$ cat src/rtl/scsi_xfer_pkg.sv
package scsi_xfer_pkg;

    localparam int BYTE_W = 8;

    typedef enum logic [2:0] {
        HS_IDLE,
        HS_SLACK,
        HS_OFFSET,
        HS_DRAIN,
        HS_HALTED
    } halt_state_e;

    typedef struct packed {
        logic              valid;
        logic [BYTE_W-1:0] data;
        logic              par;
    } tx_beat_t;

    // Parity bit that makes data plus parity hold an odd number of ones.
    function automatic logic odd_par_of(input logic [BYTE_W-1:0] d);
        return ~(^d);
    endfunction

    // True when data plus parity hold an odd number of ones.
    function automatic logic odd_ok(input logic [BYTE_W-1:0] d, input logic p);
        return ^{d, p};
    endfunction

endpackage

$ cat src/rtl/scsi_par_gen.sv
module scsi_par_gen
    import scsi_xfer_pkg::*;
(
    input  logic              clk,
    input  logic              rst,
    input  logic              force_even,
    input  logic              in_valid,
    input  logic [BYTE_W-1:0] in_data,
    output tx_beat_t          beat
);
    logic par_c;

    always_comb begin
        par_c = odd_par_of(in_data);
        if (force_even) begin
            par_c = ~par_c;
        end
    end

    always_ff @(posedge clk) begin
        if (rst) begin
            beat <= '0;
        end else begin
            beat.valid <= in_valid;
            if (in_valid) begin
                beat.data <= in_data;
                beat.par  <= par_c;
            end
        end
    end
endmodule

$ cat src/rtl/scsi_par_chk.sv
module scsi_par_chk
    import scsi_xfer_pkg::*;
(
    input  logic              clk,
    input  logic              rst,
    input  logic              chk_en,
    input  logic              clr,
    input  logic              rx_valid,
    input  logic [BYTE_W-1:0] rx_data,
    input  logic              rx_par,
    output logic              err_evt,
    output logic              err_flag
);
    always_comb begin
        err_evt = rx_valid && chk_en && !odd_ok(rx_data, rx_par);
    end

    always_ff @(posedge clk) begin
        if (rst) begin
            err_flag <= 1'b0;
        end else if (err_evt) begin
            err_flag <= 1'b1;
        end else if (clr) begin
            err_flag <= 1'b0;
        end
    end
endmodule

$ cat src/rtl/scsi_ofs_ctr.sv
module scsi_ofs_ctr #(
    parameter int OFS_W = 5
) (
    input  logic             clk,
    input  logic             rst,
    input  logic             inc,
    input  logic             dec,
    output logic [OFS_W-1:0] count,
    output logic             is_zero
);
    localparam logic [OFS_W-1:0] OFS_MAX = '1;

    always_ff @(posedge clk) begin
        if (rst) begin
            count <= '0;
        end else begin
            unique case ({inc, dec})
                2'b10: if (count != OFS_MAX) count <= count + 1'b1;
                2'b01: if (count != '0)      count <= count - 1'b1;
                default: ;
            endcase
        end
    end

    assign is_zero = (count == '0);
endmodule

$ cat src/rtl/scsi_halt_seq.sv
module scsi_halt_seq
    import scsi_xfer_pkg::*;
#(
    parameter int SLACK_MAX = 3
) (
    input  logic clk,
    input  logic rst,
    input  logic req,
    input  logic strobe,
    input  logic sync_mode,
    input  logic ofs_zero,
    input  logic dir_rx,
    input  logic fifo_empty,
    input  logic resume,
    output logic pending,
    output logic halted
);
    localparam int SLK_W = $clog2(SLACK_MAX + 1);
    localparam logic [SLK_W-1:0] SLK_INIT = SLK_W'(SLACK_MAX);

    halt_state_e      state_q, state_d;
    logic [SLK_W-1:0] slk_q, slk_d;

    always_comb begin
        state_d = state_q;
        slk_d   = slk_q;
        unique case (state_q)
            HS_IDLE: begin
                if (req) begin
                    state_d = HS_SLACK;
                    slk_d   = SLK_INIT;
                end
            end
            HS_SLACK: begin
                if (strobe) begin
                    slk_d = slk_q - 1'b1;
                end
                if (!strobe || slk_q <= SLK_W'(1)) begin
                    state_d = HS_OFFSET;
                end
            end
            HS_OFFSET: begin
                if (!sync_mode || ofs_zero) begin
                    state_d = HS_DRAIN;
                end
            end
            HS_DRAIN: begin
                if (!dir_rx || fifo_empty) begin
                    state_d = HS_HALTED;
                end
            end
            HS_HALTED: begin
                if (resume) begin
                    state_d = HS_IDLE;
                end
            end
            default: state_d = HS_IDLE;
        endcase
    end

    always_ff @(posedge clk) begin
        if (rst) begin
            state_q <= HS_IDLE;
            slk_q   <= '0;
        end else begin
            state_q <= state_d;
            slk_q   <= slk_d;
        end
    end

    assign pending = (state_q != HS_IDLE) && (state_q != HS_HALTED);
    assign halted  = (state_q == HS_HALTED);
endmodule

$ cat src/rtl/scsi_xfer_ctl.sv
module scsi_xfer_ctl
    import scsi_xfer_pkg::*;
#(
    parameter int OFS_W     = 5,
    parameter int SLACK_MAX = 3
) (
    input  logic              clk,
    input  logic              rst,
    input  logic              cfg_no_halt,
    input  logic              cfg_force_even,
    input  logic              cfg_chk_en,
    input  logic              perr_clr,
    input  logic              resume,
    input  logic              dir_rx,
    input  logic              tx_valid,
    input  logic [BYTE_W-1:0] tx_data,
    input  logic              rx_valid,
    input  logic [BYTE_W-1:0] rx_data,
    input  logic              rx_par,
    input  logic              atn,
    input  logic              sync_mode,
    input  logic              req_sent,
    input  logic              ack_rcvd,
    input  logic              fifo_empty,
    output logic              tx_out_valid,
    output logic [BYTE_W-1:0] tx_out_data,
    output logic              tx_out_par,
    output logic              perr_flag,
    output logic              halt_pending,
    output logic              halt,
    output logic [OFS_W-1:0]  offset_cnt
);
    tx_beat_t beat;
    logic     perr_evt;
    logic     ofs_zero;
    logic     halt_req;
    logic     strobe;

    scsi_par_gen u_gen (
        .clk        (clk),
        .rst        (rst),
        .force_even (cfg_force_even),
        .in_valid   (tx_valid),
        .in_data    (tx_data),
        .beat       (beat)
    );

    scsi_par_chk u_chk (
        .clk      (clk),
        .rst      (rst),
        .chk_en   (cfg_chk_en),
        .clr      (perr_clr),
        .rx_valid (rx_valid),
        .rx_data  (rx_data),
        .rx_par   (rx_par),
        .err_evt  (perr_evt),
        .err_flag (perr_flag)
    );

    scsi_ofs_ctr #(.OFS_W(OFS_W)) u_ofs (
        .clk     (clk),
        .rst     (rst),
        .inc     (req_sent),
        .dec     (ack_rcvd),
        .count   (offset_cnt),
        .is_zero (ofs_zero)
    );

    assign halt_req = !cfg_no_halt && (atn || perr_evt);
    assign strobe   = dir_rx ? rx_valid : tx_valid;

    scsi_halt_seq #(.SLACK_MAX(SLACK_MAX)) u_seq (
        .clk        (clk),
        .rst        (rst),
        .req        (halt_req),
        .strobe     (strobe),
        .sync_mode  (sync_mode),
        .ofs_zero   (ofs_zero),
        .dir_rx     (dir_rx),
        .fifo_empty (fifo_empty),
        .resume     (resume),
        .pending    (halt_pending),
        .halted     (halt)
    );

    assign tx_out_valid = beat.valid;
    assign tx_out_data  = beat.data;
    assign tx_out_par   = beat.par;
endmodule

$ cat config.mk
export PLATFORM = sky130hd
export DESIGN_NAME = scsi_xfer_ctl
export DESIGN_NICKNAME = d
export VERILOG_FILES = /design/src/rtl/scsi_xfer_pkg.sv /design/src/rtl/scsi_par_gen.sv /design/src/rtl/scsi_par_chk.sv /design/src/rtl/scsi_ofs_ctr.sv /design/src/rtl/scsi_halt_seq.sv /design/src/rtl/scsi_xfer_ctl.sv
export SDC_FILE = /design/constraint.sdc
export NUM_CORES = 1
export LEC_CHECK = 0
export ABC_CLOCK_PERIOD_IN_PS = 2400
export BUFFER_PORTS_ARGS = -buffer_cell sky130_fd_sc_hd__buf_2
export CAP_MARGIN = 20
export CORE_MARGIN = 2
export CORE_UTILIZATION = 48
export CTS_CLUSTER_DIAMETER = 200
export CTS_CLUSTER_SIZE = 16
export DETAILED_ROUTE_END_ITERATION = 16
export PLACE_DENSITY = 0.79
export SKIP_LAST_GASP = 1
export SLEW_MARGIN = 30
export SYNTH_ARGS = -nofsm -noshare
export SYNTH_HDL_FRONTEND = slang
export SYNTH_SLANG_ARGS = --single-unit
$ cat constraint.sdc
create_clock -name clk -period 2.4 [get_ports clk]
set_input_delay 0.24 -clock clk [delete_from_list [all_inputs] [get_ports clk]]
set_output_delay 0.24 -clock clk [all_outputs]
set_load 0.02 [all_outputs]
=== After elaboration in Yosys (flattened, before gate mapping) ===
Index checks and enable logic that the tools add are counted.
Widths: inputs -> output; s select.

* Muxes and demuxes: 16
* Bitwise operators: 1
* Magnitude comparators: 1
* Multiply operators: 0
* Reduce and logical (&&, ||, !) cells: 25
* Shifts and indexed selects: 0
* $add $sub $neg: 3
* Divide/modulo/power cells: 0
* Equality and inequality tests: 16

{| class="wikitable"
|+ Operator list
! operator !! number
|-
| $mux 3 || 5
|-
| $pmux 3 s5 || 1
|-
| $ne 2x1->1 const B || 6
|-
| $mux 5 || 2
|-
| $pmux 5 s2 || 1
|-
| $reduce_xor 9->1 || 1
|-
| $reduce_xor 8->1 || 1
|-
| $eq 3x2->1 const B || 2
|-
| $reduce_and 3->1 || 2
|-
| $reduce_bool 2->1 || 3
|-
| $add 5x1->5 const B || 1
|-
| $logic_not 1->1 || 5
|-
| $logic_not 5->1 || 1
|-
| $ne 5x5->1 const B || 1
|-
| $reduce_and 5->1 || 1
|-
| $reduce_bool 5->1 || 1
|-
| $sub 5x1->5 const B || 1
|-
| $logic_and 1x1->1 || 4
|-
| $logic_or 1x1->1 || 4
|-
| $mux 1 || 4
|-
| $mux 2 || 2
|-
| $ne 2x2->1 const B || 2
|-
| $pmux 2 s2 || 1
|-
| $eq 3x1->1 const B || 1
|-
| 9 further kinds || 9
|}

* Memory bits (writable): 0
* Bits of input ports: 32
* Memories: 0
* Output and inout bits: 18
* Bits in latches: 0
* Word-level logic and storage cells: 69
* Flip-flop bits (word level): 21
* Bits in read-only memories: 0

=== Logic depth before layout (Yosys ltp) ===
Gate-level depths: netlist of the first run.

* Word-level depth: 7
* Gate-level depth with buffers: 9

=== Modules after synthesis ===
From an unflattened synthesis of the first run, not the netlist that was laid out.

* Cells, all modules: 142
* Area total of the unflattened synthesis: 1,371.3 um^2

{| class="wikitable"
|+ Modules (own cells, without submodules)
! module !! cells an instance !! times used !! area an instance (um^2)
|-
| scsi_par_gen || 38 || 1 || 435.4
|-
| scsi_ofs_ctr || 46 || 1 || 415.4
|-
| scsi_halt_seq || 42 || 1 || 349.1
|-
| scsi_par_chk || 14 || 1 || 146.4
|-
| scsi_xfer_ctl || 2 || 1 || 25.0
|}

=== Least setup slack after synthesis of the first run ===
OpenSTA, ideal clock, no wires.

* Path type: flip-flop to flip-flop
* Start point: reg u_ofs.count[0]
* End point: reg u_ofs.count[4]
* Stages on the path, launching flop included: 8
* Period minus slack after synthesis: 2,057 ps
* Slack: 343 ps
* Arrival: 1,986 ps
* Cells stage by stage: dfxtp_1 inv_1 fa_1 nor2b_1 o21ai_0 and3_1 or4_1 a21oi_1

* Cells in the longest elaborated chain, start to end: 3

{| class="wikitable"
|+ RTL lines
! element !! line !! RTL
|-
| start, declared || scsi_ofs_ctr.sv:8 || <nowiki>output logic [OFS_W-1:0] count,</nowiki>
|-
| start signal, assigned || scsi_ofs_ctr.sv:18 || <nowiki>2'b10: if (count != OFS_MAX) count <= count + 1'b1;</nowiki>
|-
| start signal, assigned || scsi_ofs_ctr.sv:19 || <nowiki>2'b01: if (count != '0) count <= count - 1'b1;</nowiki>
|-
| $sub 5x1->5 (tied with other cells) || scsi_ofs_ctr.sv:19 ||
|-
| $mux 5 (tied with other cells) || scsi_ofs_ctr.sv:19 ||
|-
| $pmux 5 s2 or $reduce_and 3->1 (tied branches) || - ||
|}

Several ways; a longest one is shown, not always the timed one. The select of a mux whose other input is x is not followed.
A chain may end at the register's enable or synchronous reset.

=== Final worst setup path of the first run ===
Ends and elaborated chain as after synthesis.

==> flow_metrics.tcl, run 1 <==
set metrics [dict create \
    status "finished, final reports clean" \
    finalSetupViolCount 0 \
    grt-ovfl-total 0 \
    endpoint_kind "register" \
    vias 1122 \
    cts_tree "built" \
    hold_path_class "input port to register" \
    final_common_cell "buf_2" \
    num_rows 18 \
    h-tree-depth 1 \
    synth_area_sq_um 1290 \
    synth_enable_flop_cells 0 \
    n_fill_cell 213 \
    timing.setup.tns_ns 0 \
    max_freq_mhz 490 \
    routed_wl_mm 2.61 \
    worstSkewPairLatency_ns 0.30 \
    vias_per_cell 5.19 \
    async_reset_ff_share_pct 0 \
    power.leakage_nw 0.773 \
    finalHoldViolCount 0 \
    multiInputGateArea_sq_um 812 \
    synth_flop_cell "dfxtp_1" \
    root_buffer "clkbuf_4" \
    dieHeight_um 55.8 \
    post_cts.repair.setup_buffers 0 \
    final_layout_size_suffix_gt1_share_pct 32.8 \
    rsz0062_at_grt "false" \
    clock_skew_ns 0.00135 \
    numCtsBuffers 3 \
    p_sw_mw 0.335 \
    layout_common_cells "49 x buf_2, 21 x dfxtp_1, 17 x nor2_1, 10 x inv_1, 10 x mux2i_1" \
    grt_pass1_wl_mm 4.35 \
    ant_nets 0 \
    syn_avg_cell_area_sq_um 9.39 \
    seqPwrFrac_pct 44.8 \
    cp-start-kind "register" \
    finalHoldWorstSlack_ns 0.188 \
    max_cap_violations 0 \
    powerDensity_nw_per_um2 597 \
    critical-path-max-stage-delay_ns 0.48 \
    dieArea_sq_um 3110 \
    cts_buffer_depth 2 \
    fin_nets 226 \
    synth_seq_cells 21 \
    seq_area_frac_synth_pct 32.7 \
    syn_nets 176 \
    antenna_found_initial 0 \
    drcViolationCount 0 \
    finalCriticalPeriod_ns 2.04 \
    numPortBuffers 49 \
    ir_drop_mv 0.460 \
    initial_core_util_pct 51.5 \
    holdBufCountCts 0 \
    drtIter0Drc 29 \
    intPower_mw 0.610 \
    grt_max_degree 23 \
    cts_resized 0 \
    first_pass_iters 4 \
    worst_pin_slew_ns 0.425 \
    syn2layout_area_growth_pct 23.1 \
    comb_power_share_pct 36.2 \
    slowest_stage "fa_1" \
    post-route-period-util_pct 85.1 \
    crit_type "register to register" \
    crit_buf_inv 1 \
    yosysWarnings 0 \
    post-route-util_pct 63.3 \
    swShare_pct 35.4 \
    core_sq_um 2500 \
    cp.required_ns 2.65 \
    hpwl_mm 2.07 \
    n_antenna_cell 0 \
    yosysUniqueCellTypes 46 \
    pin_count 50 \
    wl_per_cell_um 12.1 \
    final-max-slew-violation-count 0 \
    crit_chain "inv_1 > fa_1 > nor2b_1 > o21ai_0 > and3_1 > or4_1 > a21oi_1" \
    worstPathMaxFanout 5 \
    synthCells 137 \
    grtUsageTotal_pct 17.0 \
    clkSlewWorstSetupHoldPaths_ns 0.13 \
    cts_sinks 21 \
    slew_headroom_pct 71.3 \
    instances_no_fill 216 \
    first_global_vias 1074 \
    crit_family "simple AND/OR/NAND/NOR gates" \
    die_x_um 55.8 \
    place_congestion 0.876 \
    dp_cells 212 \
    clockPowerShare_pct 18.9 \
    seqCellArea_sq_um 420 \
    worstPathArrival_ns 2.29 \
]
worst min-delay path, delay by kind of cell:
kind,cells,cell delay (ns)
buffers and inverters,1,0.09
muxes,1,0.06
and+or+nand+nor,1,0.07
cells by family after synthesis:
kind of cell,Yosys count,synth area share (%)
simple gates,43,18.8
compound gates,26,15.8
flops,21,32.7
xor+xnor,15,12.4
buf+inv,14,4.18
mux,11,8.85
fa+ha+maj,7,7.39
final timing paths:
path | from | end | slack [ns] | depth (start not counted)
worst max-delay path | u_ofs.count[0] | u_ofs.count[4] | 0.36 | 7
worst max register to register | u_ofs.count[0] | u_ofs.count[4] | 0.36 | 7
worst min-delay path | tx_data[7] | u_gen.beat[8] | 0.19 | 3
worst min register to register | u_seq.slk_q[1] | u_seq.slk_q[1] | 0.49 | 2
state kept, by name, summed over array words and instances, names as in the netlist:
signal          cells
u_gen.beat         10
u_seq.slk_q         2
u_chk.err_flag      1
u_ofs.count         5
u_seq.state_q       3
power by group through the flow:
stage | clock network [mW] | logic, mW | registers [mW]
after floorplan | 0 | 0.227 | 0.453
after global placement | 0 | 0.336 | 0.429
after detailed placement | 0 | 0.343 | 0.431
after CTS | 0.191 | 0.346 | 0.423
after global routing | 0.205 | 0.377 | 0.429
final | 0.179 | 0.342 | 0.424
metrics by stage:
step	instance area [sq um]	worst slack, ns	total power [mW]
finish	1580	0.359	0.945
global route	1580	0.210	1.01
CTS	1580	0.360	0.959
detailed placement	1550	0.148	0.774
global placement	1550	0.238	0.764
floorplan	1290	0.343	0.680
final cells by class:
cell class | instances | area share [%]
sequential | 21 | 26.6
timing repair buffer | 49 | 15.5
clock inverter | 1 | 0.474
inverter | 10 | 2.37
multi-input combinational | 102 | 51.3
tap | 30 | 2.37
clock buffer | 3 | 1.42
metal layers:
metal	global-route usage (%)	wire [um]	vias up
li1	-	-	580
met1	20.1	1170	495
met2	30.3	1250	43
met3	4.19	180	4
met4	4.53	14	0
met5	0	0	-
cells in the mapped netlist (2+ instances only):
cell type / count / share of area (%)
nand2b_1: 2 / 0.97
inv_1: 10 / 2.9
dfxtp_1: 21 / 33
a21oi_1: 7 / 2.7
ha_1: 6 / 5.8
nor2b_1: 3 / 1.5
a211oi_1: 4 / 2.3
clkbuf_1: 2 / 0.58
xnor3_1: 2 / 3.5
mux2i_1: 10 / 7.8
nand3b_1: 2 / 1.2
nor2_1: 17 / 5.0
nand2_1: 5 / 1.5
a21o_1: 2 / 1.2
a31oi_1: 2 / 0.97
xor2_1: 4 / 2.7
xnor2_1: 9 / 6.1
(Power assumes the default switching activity.)
==> run 2, diff against run 1 <==
--- a/config.mk
+++ b/config.mk
@@ -9,13 +9,15 @@
 export BUFFER_PORTS_ARGS = -buffer_cell sky130_fd_sc_hd__buf_2
 export CAP_MARGIN = 20
 export CORE_MARGIN = 2
-export CORE_UTILIZATION = 48
+export CORE_UTILIZATION = 49
 export CTS_CLUSTER_DIAMETER = 200
 export CTS_CLUSTER_SIZE = 16
 export DETAILED_ROUTE_END_ITERATION = 16
 export PLACE_DENSITY = 0.79
+export SETUP_SLACK_MARGIN = 0.15
 export SKIP_LAST_GASP = 1
 export SLEW_MARGIN = 30
 export SYNTH_ARGS = -nofsm -noshare
 export SYNTH_HDL_FRONTEND = slang
+export SYNTH_HIERARCHICAL = 1
 export SYNTH_SLANG_ARGS = --single-unit
==> constraint.sdc (replaced) <==
create_clock -name clk -period 2.4 [get_ports clk]
set_input_delay 0.36 -clock clk [delete_from_list [all_inputs] [get_ports clk]]
set_output_delay 0.36 -clock clk [all_outputs]
set_load 0.02 [all_outputs]
==> run 2 against run 1 <==
  * Worst setup slack improved by 0.036 ns
  * Via count rose by 8.2%
  * Global-route usage up 0.68 points
==> flow_metrics.tcl, run 2 <==
set metrics [dict create \
    dp_cells 216 \
    pin_count 50 \
    synthTopCellsByArea "dfxtp_1 31%, mux2i_1 6.6%, xnor2_1 5.1%" \
    endpoint_kind "register" \
    syn_avg_cell_area_sq_um 9.66 \
    synth_top_area_share_pct 30.7 \
    worstSkewPairLatency_ns 0.30 \
    antenna_found_initial 0 \
    ant_nets 0 \
    post_cts.repair.setup_buffers 0 \
    worst_pin_slew_ns 0.472 \
    yosysWarnings 6 \
    synthCells 142 \
    grt_pass1_wl_mm 4.64 \
    root_buffer "clkbuf_4" \
    cts_sinks 21 \
    power.leakage_nw 0.787 \
    top_layer_used "met4" \
    final_layout_size_suffix_gt1_share_pct 34.4 \
    largest_reg_flops 10 \
    grt_max_degree 28 \
    clock_skew_ns 0.0101 \
    final_common_cell "buf_2" \
    die_x_um 56.9 \
    synth_xor_area_share_pct 13.5 \
    core_sq_um 2710 \
    hold_path_class "input port to register" \
    finalCriticalPeriod_ns 2.01 \
    worstPathMaxFanout 3 \
    instances_no_fill 220 \
    numPortBuffers 49 \
    synth_flop_cell "dfxtp_1" \
    post-route-period-util_pct 83.6 \
    synth_mux_area_share_pct 10.1 \
    syn_nets 177 \
    initial_core_util_pct 50.6 \
    synth_top_family_by_area "simple AND/OR/NAND/NOR gates" \
    grtUsageTotal_pct 17.6 \
    reg2reg_depth 5 \
    dr_wl_met3_um 155 \
    finalSetupViolCount 0 \
    powerDensity_nw_per_um2 584 \
    cts_tree "built" \
    slew_headroom_pct 68.6 \
    cts_buffer_depth 2 \
    first_pass_iters 4 \
    synth_enable_flop_cells 0 \
    routed_wl_mm 2.85 \
    synth_area_sq_um 1370 \
    vias 1214 \
    numCtsBuffers 3 \
    holdBufCountCts 0 \
    dieHeight_um 56.9 \
    drcViolationCount 0 \
    h-tree-depth 1 \
    top_register "u_gen/beat" \
    seq_area_frac_synth_pct 30.7 \
    hpwl_mm 2.18 \
    syn2layout_area_growth_pct 19.6 \
    drtIter0Drc 33 \
    max_cap_violations 0 \
    cts_resized 0 \
    wl_met1_mm 1.29 \
    wl_per_cell_um 12.9 \
    fin_nets 225 \
    clkSlewWorstSetupHoldPaths_ns 0.12 \
    first_global_vias 1142 \
    grt-ovfl-total 0 \
    status "finished, final reports clean" \
    synth_compound_area_share_pct 15.4 \
    final-max-slew-violation-count 0 \
    synthSimpleGateAreaFrac_pct 22.9 \
    vias_per_cell 5.52 \
    finalHoldWorstSlack_ns 0.330 \
    n_antenna_cell 0 \
    ir_drop_mv 0.464 \
    whs_path_depth 3 \
    top_regs "u_gen/beat (10), u_ofs/count (5), u_seq/state_q (3)" \
    max_freq_mhz 499 \
    synth_most_common_cell "dfxtp_1" \
    yosysUniqueCellTypes 55 \
    synthAdderAreaFrac_pct 2.74 \
    cp.required_ns 2.59 \
    yosys.area.top_type "dfxtp_1" \
    synth_seq_cells 21 \
    crit_type "input port to register" \
    wl_met2_mm 1.39 \
    cp-start-kind "input port" \
    worstPathArrival_ns 2.19 \
    rsz0062_at_grt "false" \
    layout_common_cells "49 x buf_2, 21 x dfxtp_1, 16 x nor2_1, 9 x mux2i_1, 8 x xnor2_1" \
    dieArea_sq_um 3240 \
    place_congestion 0.827 \
    async_reset_ff_share_pct 0 \
    num_rows 19 \
    timing.setup.tns_ns 0 \
    finalHoldViolCount 0 \
    synth_commonest_cells "21 x dfxtp_1, 16 x nor2_1, 9 x mux2i_1" \
]
==> run 2: cell count changes in the layout (fill, tap and decap cells not counted), moves of 2 or more <==
cell / delta
a211oi_1: -3
a21o_1: -2
and2b_1: +2
ha_1: -3
inv_1: -6
mux2_1: +3
nand4b_1: +2
nor3_1: +5
nor3b_1: +2
o21ai_0: +3
==> run 2: cell type report <==
cell class	instances	area [sq um]
Fill cell	255	1070
Sequential cell	21	420
Multi-Input combinational cell	110	887
Inverter	4	15.0
Tap cell	31	38.8
Timing Repair Buffer	50	253
Clock buffer	4	26.3
==> run 2: worst paths after layout <==
check,to,startpoint,slack (ns)
min,u_gen/beat[6],tx_data[5],0.33
max reg2reg,u_ofs/count[4],u_ofs/count[3],0.68
min reg2reg,u_gen/beat[3],u_gen/beat[3],0.52
max,u_seq/state_q[0],rx_data[3],0.39
==> run 2: cell families after synthesis <==
kind of cell / Yosys count
buffers and inverters: 11
flip-flops: 21
multiplexers: 13
adder cells (fa/ha/maj): 3
XOR/XNOR: 15
AO/OA/AOI/OAI: 26
AND/OR/NAND/NOR: 53
==> run 2: stage by stage <==
step           setup WS (ns)  instance area [sq um]  power [mW]  utilization (%)
3_5_place_dp          0.0867                   1610       0.800             59.6
6_report               0.395                   1640       0.959             60.5
5_1_grt                0.348                   1640        1.02             60.5
4_1_cts                0.420                   1640       0.968             60.5
2_1_floorplan          0.319                   1370       0.706                -
3_3_place_gp           0.157                   1610       0.782             59.6
==> run 2: layer usage <==
layer	vias up	global-route usage, %
met1	563	21.8
met2	37	30.9
li1	612	-
met4	0	5.65
met5	-	0
met3	2	3.23
==> run 2: critical path: stages <==
cell and delay, ns:
buf_2 0.10, xnor2_1 0.14, xnor3_1 0.47, xnor2_1 0.17
nor2_1 0.05, o21ba_2 0.22, nor2b_1 0.13, a2111oi_0 0.39
o211ai_1 0.15
==> run 2: where the power goes <==
part | switching [mW] | internal, mW
sequential | 0.0546 | 0.388
combinational | 0.177 | 0.173
clock | 0.102 | 0.0646
total | 0.334 | 0.625
==> run 3, diff against run 2 <==
--- a/config.mk
+++ b/config.mk
@@ -5,7 +5,7 @@
 export SDC_FILE = /design/constraint.sdc
 export NUM_CORES = 1
 export LEC_CHECK = 0
-export ABC_CLOCK_PERIOD_IN_PS = 2400
+export ABC_CLOCK_PERIOD_IN_PS = 2100
 export BUFFER_PORTS_ARGS = -buffer_cell sky130_fd_sc_hd__buf_2
 export CAP_MARGIN = 20
 export CORE_MARGIN = 2
==> constraint.sdc (replaced) <==
create_clock -name clk -period 2.1 [get_ports clk]
set_input_delay 0.315 -clock clk [delete_from_list [all_inputs] [get_ports clk]]
set_output_delay 0.315 -clock clk [all_outputs]
set_load 0.02 [all_outputs]
==> run 3 against run 2 <==
  * Final cell count is 0.45% higher
  * Flip-flop and latch count unchanged
  * Clock power grew 22%
  * Critical endpoint unchanged
  * Non-clock buffer count grew 1
  * Routed wire length grew 2.7%
  * Die area unchanged
==> flow_metrics.tcl, run 3 (synthesis gave the netlist of run 2 again) <==
set metrics [dict create \
    status "finished, final reports clean" \
    grtUsageTotal_pct 18.3 \
    drtIter0Drc 26 \
    p_sw_mw 0.399 \
    worstPathArrival_ns 2.05 \
    total_power_mw 1.12 \
    final_layout_size_suffix_gt1_share_pct 35.8 \
    layout_common_cells "49 x buf_2, 21 x dfxtp_1, 16 x nor2_1, 9 x mux2i_1, 7 x xnor2_1" \
    clockPowerShare_pct 18.0 \
    post-route-util_pct 61.3 \
    syn2layout_area_growth_pct 21.1 \
    pin_count 50 \
    vias 1186 \
    clkSlewWorstSetupHoldPaths_ns 0.12 \
    h-tree-depth 1 \
    cp.required_ns 2.29 \
    num_rows 19 \
    post_cts.repair.setup_buffers 0 \
    antenna_found_initial 0 \
    ant_nets 0 \
    finalCriticalPeriod_ns 1.86 \
    crit_end "u_seq/state_q[0]" \
    hpwl_mm 2.32 \
    clock_skew_ns 0.00368 \
    finalSetupViolCount 0 \
    finalHoldViolCount 0 \
    die_x_um 56.9 \
    n_antenna_cell 0 \
    final-max-slew-violation-count 0 \
    r2r-start "u_ofs/count[1]" \
    worstSkewPairLatency_ns 0.31 \
    root_buffer "clkbuf_4" \
    finalHoldWorstSlack_ns 0.265 \
    hold_path_class "input port to register" \
    crit_type "input port to register" \
    fin_nets 226 \
    comb_power_share_pct 36.8 \
    post-route-period-util_pct 88.4 \
    max_cap_violations 0 \
    rrSetupSlack_ns 0.39 \
    top_regs "u_gen/beat (10), u_ofs/count (5), u_seq/state_q (3)" \
    slew_headroom_pct 67.9 \
    powerDensity_nw_per_um2 675 \
    worst_pin_slew_ns 0.482 \
    dieHeight_um 56.9 \
    grt_pass1_wl_mm 4.85 \
    timing.rr.end "u_ofs/count[4]" \
    cts_tree "built" \
    rsz0062_at_grt "false" \
    worstPathMaxFanout 3 \
    ir_drop_mv 0.669 \
    swShare_pct 35.6 \
    dp_slack_ns -0.189 \
    place_congestion 0.841 \
    wl_per_cell_um 13.2 \
    initial_core_util_pct 50.6 \
    cts_buffer_depth 2 \
    first_pass_iters 4 \
    cp-start-kind "input port" \
    cts_sinks 21 \
    grt-ovfl-total 0 \
    numPortBuffers 49 \
    drcViolationCount 0 \
    grt_max_degree 28 \
    first_global_vias 1178 \
    setup_ws_ns 0.245 \
    routed_wl_mm 2.92 \
    intPower_mw 0.722 \
    endpoint_kind "register" \
    max_freq_mhz 539 \
    vias_per_cell 5.37 \
    seqPwrFrac_pct 45.2 \
    final_common_cell "buf_2" \
    top_register "u_gen/beat" \
    power.leakage_nw 0.797 \
    reg2reg_depth 6 \
    numCtsBuffers 3 \
    critPathLaunch "rx_data[5]" \
    dieArea_sq_um 3240 \
    core_sq_um 2710 \
    largest_reg_flops 10 \
]
==> run 3: cell count changes in the layout (fill, tap and decap cells not counted), sizes merged <==
| cell | change |
|---|---|
| clkbuf | -1 |
| buf | +1 |
| clkinvlp | +1 |
==> run 3: per-stage QoR <==
step	std cells	cell area, sq um	setup TNS (ns)
final	221	1660	0
after global routing	221	1660	0
after CTS	221	1660	0
after detailed placement	217	1630	-0.189
after global placement	217	1630	0
after floorplan	142	1380	0
==> run 3: layout make-up <==
| type | instances | area [sq um] |
|---|---|---|
| inverter | 4 | 15.0 |
| timing repair buffer | 51 | 260 |
| fill | 245 | 1050 |
| tap | 31 | 38.8 |
| sequential | 21 | 420 |
| clock buffer | 3 | 22.5 |
| multi-input combinational | 110 | 896 |
| clock inverter | 1 | 7.51 |
==> run 3: what timing repair did <==
action,4_1_cts,5_1_grt
endpoints found under the setup margin,0,1
hold buffers,0,0
resized for setup,0,1
==> run 3: power by group through the flow <==
| stage | sequential, mW | combinational (mW) | clock (mW) |
|---|---|---|---|
| global route | 0.515 | 0.449 | 0.223 |
| finish | 0.507 | 0.412 | 0.202 |
| global placement | 0.510 | 0.394 | 0 |
| detailed placement | 0.515 | 0.411 | 0 |
| floorplan | 0.514 | 0.294 | 0 |
| CTS | 0.507 | 0.413 | 0.210 |
==> run 3: worst max-delay path: stages <==
cell	delay [ns]
buf_2	0.11
xnor2_2	0.13
xnor3_1	0.43
xnor2_1	0.16
nor2_1	0.07
o21ba_2	0.20
nor2b_1	0.12
a2111oi_1	0.37
o211ai_1	0.13
==> run 3: worst min-delay path by stage <==
stage                             start              to  slack, ns  depth (start not counted)
after detailed placement  u_gen/beat[2]   u_gen/beat[2]       0.48                          2
after global placement    u_gen/beat[2]   u_gen/beat[2]       0.47                          2
after global routing         tx_data[2]   u_gen/beat[3]       0.28                          3
after floorplan                     rst  u_ofs/count[1]       0.38                          1
final                        tx_data[1]   u_gen/beat[2]       0.26                          3
after CTS                    tx_data[1]   u_gen/beat[2]       0.25                          3
==> run 3: layer usage <==
metal  wire (um)  global-route usage (%)  up-vias
met5           0                       0        -
met4          12                    2.99        0
met3         107                    5.07        2
met2        1590                    33.5       21
met1        1220                    21.6      558
li1            -                       -      605
